<file path="src/rtl/fod_pkg.sv">
package fod_pkg;
  typedef enum logic [1:0] {
    CT_NONE = 2'b00,
    CT_ONE  = 2'b01,
    CT_ZERO = 2'b10,
    CT_BAD  = 2'b11
  } ctl_code_e;

  function automatic logic has_token(input logic [1:0] r);
    return (r == CT_ONE) || (r == CT_ZERO);
  endfunction

  function automatic logic is_fwd(input logic [1:0] r);
    return r == CT_ONE;
  endfunction

  function automatic logic is_drop(input logic [1:0] r);
    return r == CT_ZERO;
  endfunction

  function automatic logic is_bad(input logic [1:0] r);
    return r == CT_BAD;
  endfunction
endpackage

</file>
<file path="src/rtl/fod_ctl.sv">
module fod_ctl
  import fod_pkg::*;
(
  input  logic       clk,
  input  logic       rst_n,
  input  logic [1:0] rail,
  input  logic       outer_marked,
  output logic       marked,
  output logic       fwd,
  output logic       drop,
  output logic       err
);
  logic [1:0] held_q;
  logic       take_ev, give_ev;

  assign take_ev = !has_token(held_q) && outer_marked && has_token(rail);
  assign give_ev = has_token(held_q) && !outer_marked;

  always_ff @(posedge clk) begin
    if (!rst_n) begin
      held_q <= CT_NONE;
      err    <= 1'b0;
    end else begin
      err <= is_bad(rail);
      if (take_ev)      held_q <= rail;
      else if (give_ev) held_q <= CT_NONE;
    end
  end

  assign marked = has_token(held_q);
  assign fwd    = is_fwd(held_q);
  assign drop   = is_drop(held_q);

  a_r5_take_needs_outer: assert property (@(posedge clk) disable iff (!rst_n)
    $rose(marked) |-> $past(outer_marked));
  a_r5_give_needs_empty: assert property (@(posedge clk) disable iff (!rst_n)
    $fell(marked) |-> $past(!outer_marked));
  a_r9_bad_not_taken: assert property (@(posedge clk) disable iff (!rst_n)
    err |-> !$rose(marked));
  a_r9_err_cause: assert property (@(posedge clk) disable iff (!rst_n)
    $rose(err) |-> $past(rail == CT_BAD));
endmodule

</file>
<file path="src/rtl/fod_outer.sv">
module fod_outer #(
  parameter int W = 8
) (
  input  logic         clk,
  input  logic         rst_n,
  input  logic         up_marked,
  input  logic         up_eval,
  input  logic [W-1:0] up_data,
  input  logic         inner_marked,
  input  logic         ctl_marked,
  input  logic         ctl_drop,
  output logic         en,
  output logic         marked,
  output logic [W-1:0] payload
);
  logic take_ev, leave_ev;

  assign take_ev  = en && !marked && !inner_marked && !ctl_marked && up_marked;
  assign leave_ev = marked && !en && !up_marked && (inner_marked || ctl_drop);

  always_ff @(posedge clk) begin
    if (!rst_n) begin
      en      <= 1'b0;
      marked  <= 1'b0;
      payload <= '0;
    end else begin
      en <= up_marked && up_eval;
      if (take_ev) begin
        marked  <= 1'b1;
        payload <= up_data;
      end else if (leave_ev) begin
        marked  <= 1'b0;
      end
    end
  end

  a_r3_take_rule: assert property (@(posedge clk) disable iff (!rst_n)
    $rose(marked) |-> $past(en && up_marked && !inner_marked && !ctl_marked));
  a_r4_leave_rule: assert property (@(posedge clk) disable iff (!rst_n)
    $fell(marked) |-> $past(!en && !up_marked && (inner_marked || ctl_drop)));
  a_r3_payload_held: assert property (@(posedge clk) disable iff (!rst_n)
    ($past(marked) && marked) |-> $stable(payload));
endmodule

</file>
<file path="src/rtl/fod_inner.sv">
module fod_inner #(
  parameter int W = 8
) (
  input  logic         clk,
  input  logic         rst_n,
  input  logic         outer_marked,
  input  logic         ctl_fwd,
  input  logic         dn_marked,
  input  logic [W-1:0] payload,
  output logic         en,
  output logic         marked,
  output logic [W-1:0] data
);
  logic fill_ev, drain_ev;

  assign fill_ev  = en && !marked && !dn_marked;
  assign drain_ev = marked && !en && dn_marked;

  always_ff @(posedge clk) begin
    if (!rst_n) begin
      en     <= 1'b0;
      marked <= 1'b0;
      data   <= '0;
    end else begin
      en <= outer_marked && ctl_fwd;
      if (fill_ev) begin
        marked <= 1'b1;
        data   <= payload;
      end else if (drain_ev) begin
        marked <= 1'b0;
      end
    end
  end

  a_r6_fill_rule: assert property (@(posedge clk) disable iff (!rst_n)
    $rose(marked) |-> $past(en && !dn_marked));
  a_r7_drain_rule: assert property (@(posedge clk) disable iff (!rst_n)
    $fell(marked) |-> $past(!en && dn_marked));
  a_r8_data_only_on_fill: assert property (@(posedge clk) disable iff (!rst_n)
    !$rose(marked) |-> $stable(data));
endmodule

</file>
<file path="src/rtl/fwd_or_drop.sv">
module fwd_or_drop #(
  parameter int W = 8
) (
  input  logic         clk,
  input  logic         rst_n,
  input  logic         up_marked,
  input  logic         up_eval,
  input  logic [W-1:0] up_data,
  input  logic [1:0]   ctl_rail,
  input  logic         dn_marked,
  output logic         outer_en,
  output logic         outer_marked,
  output logic         ctl_marked,
  output logic         inner_en,
  output logic         inner_marked,
  output logic [W-1:0] inner_data,
  output logic         ctl_err
);
  logic         ctl_fwd, ctl_drop;
  logic [W-1:0] payload;

  fod_outer #(.W(W)) u_outer (
    .clk(clk), .rst_n(rst_n), .up_marked(up_marked), .up_eval(up_eval),
    .up_data(up_data), .inner_marked(inner_marked), .ctl_marked(ctl_marked),
    .ctl_drop(ctl_drop), .en(outer_en), .marked(outer_marked), .payload(payload)
  );

  fod_ctl u_ctl (
    .clk(clk), .rst_n(rst_n), .rail(ctl_rail), .outer_marked(outer_marked),
    .marked(ctl_marked), .fwd(ctl_fwd), .drop(ctl_drop), .err(ctl_err)
  );

  fod_inner #(.W(W)) u_inner (
    .clk(clk), .rst_n(rst_n), .outer_marked(outer_marked), .ctl_fwd(ctl_fwd),
    .dn_marked(dn_marked), .payload(payload), .en(inner_en),
    .marked(inner_marked), .data(inner_data)
  );

  a_r8_drop_no_inner: assert property (@(posedge clk) disable iff (!rst_n)
    ctl_drop |-> (!inner_marked && !inner_en));
  a_r6_en_source: assert property (@(posedge clk) disable iff (!rst_n)
    $rose(inner_en) |-> $past(outer_marked && ctl_fwd));
endmodule

</file>
<file path="config.mk">
export PLATFORM = sky130hd
export DESIGN_NAME = fwd_or_drop
export DESIGN_NICKNAME = d
export VERILOG_FILES = /design/src/rtl/fod_pkg.sv /design/src/rtl/fod_ctl.sv /design/src/rtl/fod_outer.sv /design/src/rtl/fod_inner.sv /design/src/rtl/fwd_or_drop.sv
export SDC_FILE = /design/constraint.sdc
export NUM_CORES = 1
export LEC_CHECK = 0
export BUFFER_PORTS_ARGS = -buffer_cell sky130_fd_sc_hd__clkbuf_2
export CORE_MARGIN = 4
export CORE_UTILIZATION = 41
export CTS_CLUSTER_SIZE = 12
export DETAILED_ROUTE_END_ITERATION = 10
export PLACE_DENSITY = 0.79
export SYNTH_ARGS = -nofsm -noshare
export SYNTH_HDL_FRONTEND = slang
export SYNTH_SLANG_ARGS = --single-unit
</file>
<file path="constraint.sdc">
create_clock -name clk -period 1.5 [get_ports clk]
set_input_delay 0.225 -clock clk [delete_from_list [all_inputs] [get_ports clk]]
set_output_delay 0.225 -clock clk [all_outputs]
set_load 0.01 [all_outputs]
</file>
==> results.ini, run 1 <==
[routing]
route.detailed.drc = 0
drt_iter0_markers = 9
detail_route.wl_per_cell_um = 10.8
viasPerCell = 4.73
drt_pre_antenna_iters = 4
vias = 738
wl_um = 1680
antenna_left = 0

[clocking]
clkSlewWorstSetupHoldPaths_ps = 120
clockRootBuffer = clkbuf_4
cts_max_path_buffers = 2
clk_latency_ps = 300
cts_tree = done
clock_sinks = 23
cts_made_buffers = 3
htree_num_levels = 1

[sta]
finClkSkew_ps = 1.35
period_minus_slack_ps = 1410
worst_slack_ps = 88.1
final.setup.tns_ps = 0
hold_viol_final = 0
worst_pin_slew_ps = 379
max_freq_ghz = 0.708
final-setup-viol-count = 0
rsz0062_at_grt = no
drv_slew = 0
fin_crit_sh_pct = 94.1
slew_headroom_pct = 74.7

[synth]
synth_warnings = 0
synth.avg_cell_area_um2 = 9.73
synth_top_area_share_pct = 48.3
ys_seq_area_share_pct = 48.3
synth_cell_types = 23
synth_fp_nets = 116
yosys.area.top_type = dfxtp_1
syn_area_um2 = 953
synth_seq_cells = 23
syn_inst = 98
netlist_top_cells_area = dfxtp_1 48%, mux2i_1 17%, nand2_1 7.5%, ha_1 3.9%, nor2_1 3.1%

[floorplan]
die_w_um = 56.2
coreArea_um2 = 2210
die_area_um2 = 3160
rows = 17
start_util_pct = 43.1
die_h_um = 56.2
io_pins = 29

[power_and_ir_drop]
power_density_nw_per_um2 = 859
ir_drop_uv = 481
leakage_nw = 0.492

[setup_path]
startpoint_type = register
worst_r2r_path_depth = 6
critical_path_arrival_ps = 1190
crit_required_ps = 1270
rr_endpoint = u_outer.payload[6]
r2r-start = u_ctl.held_q[0]
crit_type = register to output port
regToRegSetupSlack_ps = 130
cp-end-kind = output port
critPathMaxFanout = 5

[placement]
globalplace.congestion = 0.644
dpl.hpwl_um = 1280
port_buffers = 28
dp_slack_ps = 23.1

[hold_path]
whs_endpoint = u_outer.payload[0]
min_path_cells = 3
hp-class = input pin to register
hp-start = up_data[0]

[cells_and_area]
area_growth_pct = 22.3
nets = 147
final_cell_mix = 28 x clkbuf_2, 22 x dfxtp_1, 19 x nand2_1
layout_commonest_cell = clkbuf_2
drive_gt1_share_pct = 32.0
antennaDiodeCount = 0
fin_util_pct = 52.7

[grt]
grt_remaining_overflow = 0
grt.total_usage_pct = 11.4
grt_pass1_vias = 707
grt_max_degree = 19
antenna_found_initial = 0
grt_pass1_wl_um = 2950

[flow_run]
cap_violations = 0

[outcome]
status = finished clean

[registers in the layout, indices dropped and copies added, names as in the netlist]
register and count:
u_inner.marked 1, u_inner.en 1, u_outer.marked 1, u_outer.payload 8, u_outer.en 1, u_inner.data 8
u_ctl.err 1, u_ctl.held_q 2
[synthesized netlist by cell type]
master / number
nand4_1: 2
a21boi_1: 1
a31oi_1: 2
clkbuf_8: 1
nor3b_1: 1
nor2_1: 8
clkbuf_1: 1
dfxtp_1: 23
or3_1: 2
nor3_4: 1
inv_1: 5
buf_4: 2
nand2_1: 19
and2_1: 1
nand3_2: 1
a21o_1: 1
ha_1: 3
nand2b_1: 1
o21ai_0: 2
a21oi_1: 2
buf_6: 1
and3_1: 2
mux2i_1: 16
[worst max-delay path by stage]
| stage | end | cells after the start | from | slack (ps) |
|---|---|---|---|---|
| 2_1_floorplan | u_outer.payload[0] | 5 | u_ctl.held_q[0] | 40 |
| 6_report | ctl_marked | 4 | u_ctl.held_q[0] | 90 |
| 5_1_grt | ctl_marked | 4 | u_ctl.held_q[0] | 20 |
| 3_5_place_dp | u_outer.payload[6] | 6 | u_ctl.held_q[0] | 20 |
| 3_3_place_gp | u_outer.payload[4] | 6 | u_ctl.held_q[0] | 110 |
| 4_1_cts | ctl_marked | 4 | u_ctl.held_q[0] | 50 |
[stage by stage]
stage                     cells  total power (W)  instance area, um^2  hold slack [ps]
after floorplan              98         0.000704                  953              367
after global placement      152         0.000735                 1120              443
after detailed placement    152         0.000738                 1120              452
after CTS                   156          0.00102                 1170              129
after global routing        156          0.00106                 1170              126
final                       156          0.00100                 1170              137
[logic make-up after synthesis]
logic type               synth area share, %
AO/OA/AOI/OAI                           4.99
adder cells (fa/ha/maj)                 3.94
buffers and inverters                   6.56
AND/OR/NAND/NOR                         19.4
multiplexers                            16.8
flip-flops                              48.3
[critical path, cell delays in order (launching register included)]
cell and delay, ps:
dfxtp_2 370, inv_2 60, ha_4 250, inv_1 80, clkbuf_2 130
[cell type report]
| type | instances | area [um^2] |
|---|---|---|
| flip-flops and latches | 23 | 462 |
| clock buffers | 3 | 22.5 |
| clock inverters | 1 | 5.00 |
| well taps | 28 | 35.0 |
| inverters | 5 | 18.8 |
| fillers | 210 | 1050 |
| multi-input cells | 65 | 448 |
| repair buffers | 31 | 175 |
[routing by layer]
layer  share of wire [%]  vias up  GRT usage, %  routed length [um]
met1                  46      332          14.4                 766
met4                 1.3        0          6.10                  21
met3                 4.8        2          1.16                  80
li1                    -      388             -                   -
met2                  48       16          18.9                 811
met5                   0        -             0                   0
[where the power goes]
part / switching (W) / internal (W)
sequential: 0.0000124 / 0.000623
combinational: 0.0000462 / 0.0000452
clock: 0.000177 / 0.0000993
[timing repair]
| item | 4_1_cts | 5_1_grt |
|---|---|---|
| buffers inserted | 0 | 0 |
| gates resized for setup | 2 | 1 |
| endpoints found under the setup margin | 3 | 1 |
| cloned | 0 | 0 |
| hold buffers | 0 | 0 |
No activity file was read; power rests on OpenSTA's default activity.
==> run 2: changes to the inputs <==
--- a/config.mk
+++ b/config.mk
@@ -5,12 +5,12 @@
 export SDC_FILE = /design/constraint.sdc
 export NUM_CORES = 1
 export LEC_CHECK = 0
-export BUFFER_PORTS_ARGS = -buffer_cell sky130_fd_sc_hd__clkbuf_2
 export CORE_MARGIN = 4
 export CORE_UTILIZATION = 41
 export CTS_CLUSTER_SIZE = 12
 export DETAILED_ROUTE_END_ITERATION = 10
-export PLACE_DENSITY = 0.79
+export DONT_BUFFER_PORTS = 1
+export PLACE_DENSITY = 0.67
 export SYNTH_ARGS = -nofsm -noshare
 export SYNTH_HDL_FRONTEND = slang
 export SYNTH_SLANG_ARGS = --single-unit
==> run 2 against run 1 <==
Sequential share of layout area increased by 4.1 points. Combinational power decreased by 29%. Routed wire length rose by 1.8%. Clock skew rose by 1.4 ps. Count of clock-buffer cells in the layout increased by 1. Power fell by 2.8%. Cell count is 15% lower. Worst setup slack better by 4.7 ps. Hold slack got worse by 94 ps. Via count is 10% lower.
==> results.ini, run 2 (synthesis gave the netlist of run 1 again) <==
[sta]
fin_crit_sh_pct = 93.8  ; -0.31 points
slew_headroom_pct = 72.4  ; -2.3 points
period_minus_slack_ps = 1410  ; -4.66 ps
final.setup.tns_ps = 0  ; unchanged
max_freq_ghz = 0.711  ; +0.33%
worst_pin_slew_ps = 413  ; +33.6 ps
finClkSkew_ps = 2.75  ; +1.40 ps
holdWs_ps = 42.8  ; -94.4 ps
final-setup-viol-count = 0  ; unchanged
hold_viol_final = 0  ; unchanged
drv_slew = 0  ; unchanged

[setup_path]
endpoint = ctl_marked
critPathMaxFanout = 3  ; -2
slowest_stage = dfxtp_2
crit_type = register to output port
regToRegSetupSlack_ps = 90  ; -40 ps
cp_cell_sequence = inv_2 > ha_4 > inv_1 > buf_4
startpoint_type = register
critPathLaunch = u_ctl.held_q[0]
worst_r2r_path_depth = 6  ; unchanged
critPathMaxStageDelay_ps = 350  ; -20 ps
critical_path_arrival_ps = 1180  ; about the same
crit_required_ps = 1270  ; about the same
rr_endpoint = u_outer.payload[4]
r2r-start = u_ctl.held_q[0]
cp-end-kind = output port

[placement]
globalplace.congestion = 0.738  ; +14%
port_buffers = 0  ; -100%
dpl.hpwl_um = 1290  ; +0.41%

[grt]
grt.total_usage_pct = 11.4  ; about the same
grt_remaining_overflow = 0  ; unchanged
grt_pass1_vias = 643  ; -9.1%
grt_max_degree = 21  ; +2
antenna_found_initial = 0  ; unchanged
grt_pass1_wl_um = 2860  ; -3.3%

[floorplan]
start_util_pct = 43.1  ; unchanged
die_h_um = 56.2  ; unchanged
io_pins = 29  ; unchanged
coreArea_um2 = 2210  ; unchanged
die_area_um2 = 3160  ; unchanged
die_w_um = 56.2  ; unchanged
rows = 17  ; unchanged

[cells_and_area]
area_growth_pct = 10.9
reg.largest.list = u_inner.data x8, u_outer.payload x8, u_ctl.held_q x2
nets = 123  ; -16%
final_cell_mix = 22 x dfxtp_1, 19 x nand2_1, 16 x mux2i_1
antennaDiodeCount = 0  ; unchanged
layout_commonest_cell = dfxtp_1
drive_gt1_share_pct = 15.4  ; -17 points

[clocking]
clk_latency_ps = 300  ; about the same
clock_sinks = 23  ; unchanged
clkSlewWorstSetupHoldPaths_ps = 120  ; about the same
clockRootBuffer = clkbuf_4
cts_made_buffers = 3  ; unchanged
cts_tree = done
cts_max_path_buffers = 2  ; unchanged
cts_hold_buf = 0  ; unchanged
htree_num_levels = 1  ; unchanged

[power_and_ir_drop]
leakage_nw = 0.387  ; -21%
power_density_nw_per_um2 = 921  ; +7.2%
ir_drop_uv = 524  ; +9.1%

[routing]
drt_pre_antenna_iters = 4  ; unchanged
viasPerCell = 5.03  ; +6.3%
wl_um = 1710  ; +1.8%
route.detailed.drc = 0  ; unchanged
drt_iter0_markers = 15  ; +6
detail_route.wl_per_cell_um = 13.0  ; +20%
antenna_left = 0  ; unchanged
vias = 664  ; -10%

[flow_run]
cap_violations = 0  ; unchanged

[hold_path]
hp-start = rst_n
hp-class = input pin to register

[outcome]
status = finished clean

==> run 2: through the flow <==
stage	setup WS (ps)	std cells	utilization [%]	area, um^2	power, W
finish	92.8	132	47.8	1060	0.000974
detailed placement	11.2	126	44.6	987	0.000707
global route	-8.37	132	47.8	1060	0.00102
global placement	107	126	44.6	987	0.000704
CTS	32.1	130	46.4	1030	0.000981
floorplan	41.2	98	-	953	0.000704
==> run 2: worst min path at each step <==
stage | end | slack (ps) | cells past startpoint
2_1_floorplan | u_outer.payload[0] | 370 | 2
3_3_place_gp | u_ctl.err | 360 | 1
3_5_place_dp | u_ctl.err | 360 | 1
4_1_cts | u_ctl.err | 30 | 1
5_1_grt | u_ctl.err | 30 | 1
6_report | u_ctl.err | 40 | 1
==> run 2: critical path, delay by kind of cell (launching register included) <==
kind       cells  cell delay [ps]
flops          1              350
fa+ha+maj      1              280
buf+inv        3              250
==> run 2: where the power goes <==
group | total [W] | internal (W) | switching (W)
combinational | 0.0000648 | 0.0000337 | 0.0000311
sequential | 0.000638 | 0.000622 | 0.0000156
clock | 0.000271 | 0.000104 | 0.000168
total | 0.000974 | 0.000760 | 0.000214
==> run 2: layout make-up <==
| class | count | area (um^2) |
|---|---|---|
| multi-input cells | 65 | 455 |
| repair buffers | 7 | 60.1 |
| flip-flops and latches | 23 | 462 |
| well taps | 28 | 35.0 |
| clock buffers | 4 | 26.3 |
| inverters | 5 | 18.8 |
| fillers | 222 | 1150 |
==> run 2: routing by layer <==
metal	share of wire [%]	global-route usage, %	vias to the layer above
met3	6.4	5.10	2
met4	0.99	3.05	0
met1	45	14.2	302
li1	-	-	339
met5	0	0	-
met2	48	17.9	21
==> run 2: repair_timing <==
action                                  4_1_cts  5_1_grt
endpoints found under the setup margin        9        3
cloned                                        0        0
pin swaps                                     0        3
gates resized for setup                       2        4
setup buffers                                 0        2
==> run 3: changes to the inputs <==
--- a/config.mk
+++ b/config.mk
@@ -5,6 +5,7 @@
 export SDC_FILE = /design/constraint.sdc
 export NUM_CORES = 1
 export LEC_CHECK = 0
+export ABC_AREA = 1
 export CORE_MARGIN = 4
 export CORE_UTILIZATION = 41
 export CTS_CLUSTER_SIZE = 12
==> run 3 against run 2 <==
Final area rose by 1.9%. Sequential power fell by 0.8%. Synthesized cell count rose by 31%. Global-route usage rose by 2.0 points. Clock power rose by 5%. Routed wire length rose by 25%.
==> results.ini, run 3 <==
[outcome]
status = finished clean

[power_and_ir_drop]
leakage_nw = 0.418  ; +8.0%
pwr-share-clk_pct = 28.9  ; +1.1 points
comb_power_share_pct = 6.7  ; about the same
power_density_nw_per_um2 = 912  ; -0.98%
p_int_w = 0.000751  ; -1.2%
swShare_pct = 23.6  ; +1.6 points
seqPwrFrac_pct = 64.4  ; -1.1 points
ir_drop_uv = 556  ; +6.0%
switchingPower_w = 0.000232  ; +8.3%

[synth]
synth_cell_types = 18  ; -22%
synth_xor_area_share_pct = 0  ; unchanged
netlist_top_cells_area = dfxtp_1 47%, nand2_1 8.3%, nor2_1 7.2%, nand4_1 6.3%, a21oi_1 5.6%
muxShareOfSynthArea_pct = 0  ; -17 points
async_flop_share_pct = 0  ; unchanged
synth_top_area_share_pct = 46.5  ; -1.8 points
synth_warnings = 0  ; unchanged
synth_most_common_cell = dfxtp_1
synth_compound_area_share_pct = 6.57  ; +1.6 points
synth_seq_cells = 23  ; unchanged
synth_fa_ha_area_share_pct = 3.79  ; -0.14 points
synth_simple_gate_area_share_pct = 34.9  ; +15 points
syn_inst = 128  ; +31%
ys_seq_area_share_pct = 46.5  ; -1.8 points
synth-edff-count = 0  ; unchanged
synthFlopType = dfxtp_1
synth_fp_nets = 146  ; +26%
yosys.area.top_type = dfxtp_1
synth_top_family_by_area = simple AND/OR/NAND/NOR gates
syn_area_um2 = 990  ; +3.8%
synth.avg_cell_area_um2 = 7.73  ; -21%
synth_top_cells_by_count = 23 x dfxtp_1, 22 x nand2_1, 19 x nor2_1

[grt]
grt_pass1_vias = 822  ; +28%
use_met2_pct = 22.7  ; +4.8 points
grt_use_met1_pct = 14.3  ; +0.12 points
top_usage_layer = met2
antenna_found_initial = 0  ; unchanged
use_met3_pct = 5.66  ; +0.55 points
grt_max_degree = 13  ; -38%
grt.total_usage_pct = 13.4  ; +2.0 points
grt_remaining_overflow = 0  ; unchanged
grt_pass1_wl_um = 3430  ; +20%

[sta]
rsz0062_at_grt = no
finClkSkew_ps = 0.756  ; -1.99 ps
period_minus_slack_ps = 1330  ; -72.4 ps
hold_viol_final = 0  ; unchanged
worst_pin_slew_ps = 405  ; -7.46 ps
holdWs_ps = 16.6  ; -26.2 ps
worst_slack_ps = 165  ; +72.4 ps
drv_slew = 0  ; unchanged
slew_headroom_pct = 72.9  ; +0.51 points
fin_crit_sh_pct = 89.0  ; -4.8 points
final.setup.tns_ps = 0  ; unchanged
max_freq_ghz = 0.749  ; +5.4%
final-setup-viol-count = 0  ; unchanged

[routing]
drt_iter0_markers = 13  ; -2
viasPerCell = 5.20  ; +3.4%
detail_route.wl_per_cell_um = 13.4  ; +3.4%
wl_um = 2140  ; +25%
route.detailed.drc = 0  ; unchanged
drt_pre_antenna_iters = 3  ; -1
vias = 832  ; +25%
antenna_left = 0  ; unchanged

[setup_path]
rr_endpoint = u_outer.payload[2]
startpoint_type = register
r2r-start = u_ctl.held_q[0]
cp-end-kind = output port
critPathMaxFanout = 5  ; +2
crit_required_ps = 1270  ; about the same
regToRegSetupSlack_ps = 220  ; +130 ps
crit_type = register to output port
worst_r2r_path_depth = 7  ; +1
critical_path_arrival_ps = 1110  ; -70 ps

[floorplan]
die_w_um = 57.1  ; +1.6%
io_pins = 29  ; unchanged
die_h_um = 57.1  ; +1.6%
die_area_um2 = 3260  ; +3.3%
coreArea_um2 = 2250  ; +1.9%
start_util_pct = 43.9  ; +0.80 points
rows = 17  ; unchanged

[clocking]
cts_max_path_buffers = 2  ; unchanged
htree_num_levels = 1  ; unchanged
cts_tree = done
clk_latency_ps = 310  ; about the same
cts_made_buffers = 3  ; unchanged
clockRootBuffer = clkbuf_4
clock_sinks = 23  ; unchanged
post-cts-setup-buffers = 0  ; unchanged
clkSlewWorstSetupHoldPaths_ps = 120  ; about the same

[placement]
dpl.hpwl_um = 1600  ; +24%
port_buffers = 0  ; unchanged
dp_cells = 154  ; +22%
globalplace.congestion = 0.733  ; -0.65%
dp_slack_ps = 94.1  ; +82.9 ps

[hold_path]
whs_endpoint = u_outer.payload[0]
hp-start = rst_n
hp-class = input pin to register
min_path_cells = 2  ; +1

[cells_and_area]
fin_util_pct = 47.8  ; about the same
nets = 151  ; +23%
reg.largest.list = u_inner.data x8, u_outer.payload x8, u_ctl.held_q x2
drive_gt1_share_pct = 12.1  ; -3.3 points
final_cells = 160  ; +21%
final_cell_mix = 22 x nand2_1, 22 x dfxtp_1, 19 x nor2_1
antennaDiodeCount = 0  ; unchanged
area_growth_pct = 8.85

[flow_run]
cap_violations = 0  ; unchanged

run 3: changes by cell type in the layout (fill, tap and decap cells not counted), sizes merged, moves of 4 or more:
cell   delta
nand3    +12
buf       -6
nand4     +8
mux2i    -16
nand2     +4
nor2     +14
a21oi     +9
inv      +12
run 3: cells by family (layout without fill, tap and decap cells):
logic type | after synthesis | after routing
buf+inv | 20 | 24
fa+ha+maj | 3 | 3
compound gates | 13 | 13
flops | 23 | 23
simple gates | 69 | 69
run 3: worst max path at each step:
stage | slack, ps | depth (start not counted) | startpoint | endpoint
6_report | 170 | 3 | u_ctl.held_q[0] | ctl_marked
5_1_grt | 100 | 3 | u_ctl.held_q[0] | ctl_marked
4_1_cts | 2 | 3 | u_ctl.held_q[0] | ctl_marked
3_5_place_dp | 90 | 7 | u_ctl.held_q[0] | u_outer.payload[2]
3_3_place_gp | 170 | 7 | u_ctl.held_q[0] | u_outer.payload[2]
2_1_floorplan | 250 | 7 | u_ctl.held_q[0] | u_outer.payload[0]
run 3: repair_timing:
action,CTS,global route
resized for setup,0,2
setup endpoints to repair,0,3
endpoints found under the hold margin,1,2
hold buffers,1,1
run 3: metrics by stage:
stage,total power [W],area [um^2]
after global routing,0.00104,1080
after floorplan,0.000697,990
after CTS,0.000993,1050
final,0.000983,1080
after global placement,0.000704,1020
after detailed placement,0.000706,1020
run 3: power groups by stage:
stage,sequential [W],clock [W],combinational (W)
after floorplan,0.000644,0,0.0000529
after global placement,0.000646,0,0.0000578
after detailed placement,0.000647,0,0.0000598
after CTS,0.000633,0.000298,0.0000625
after global routing,0.000635,0.000326,0.0000748
final,0.000633,0.000284,0.0000662
run 3: per-layer routing:
| metal | share of wire [%] | up-vias |
|---|---|---|
| met2 | 49 | 25 |
| met5 | 0 | - |
| met4 | 2.5 | 0 |
| met3 | 7.7 | 6 |
| met1 | 41 | 376 |
| li1 | - | 425 |
run 3: worst max-delay path, cell delays in order (launching register included):
cell and delay (ps):
dfxtp_2 360, inv_1 70, ha_4 260, inv_2 110
run 3: area by class of cell:
cell class | instances | area [um^2]
Fill cell | 251 | 1180
Sequential cell | 23 | 462
Multi-Input combinational cell | 85 | 460
Inverter | 17 | 66.3
Tap cell | 28 | 35.0
Timing Repair Buffer | 3 | 27.5
Clock buffer | 4 | 26.3
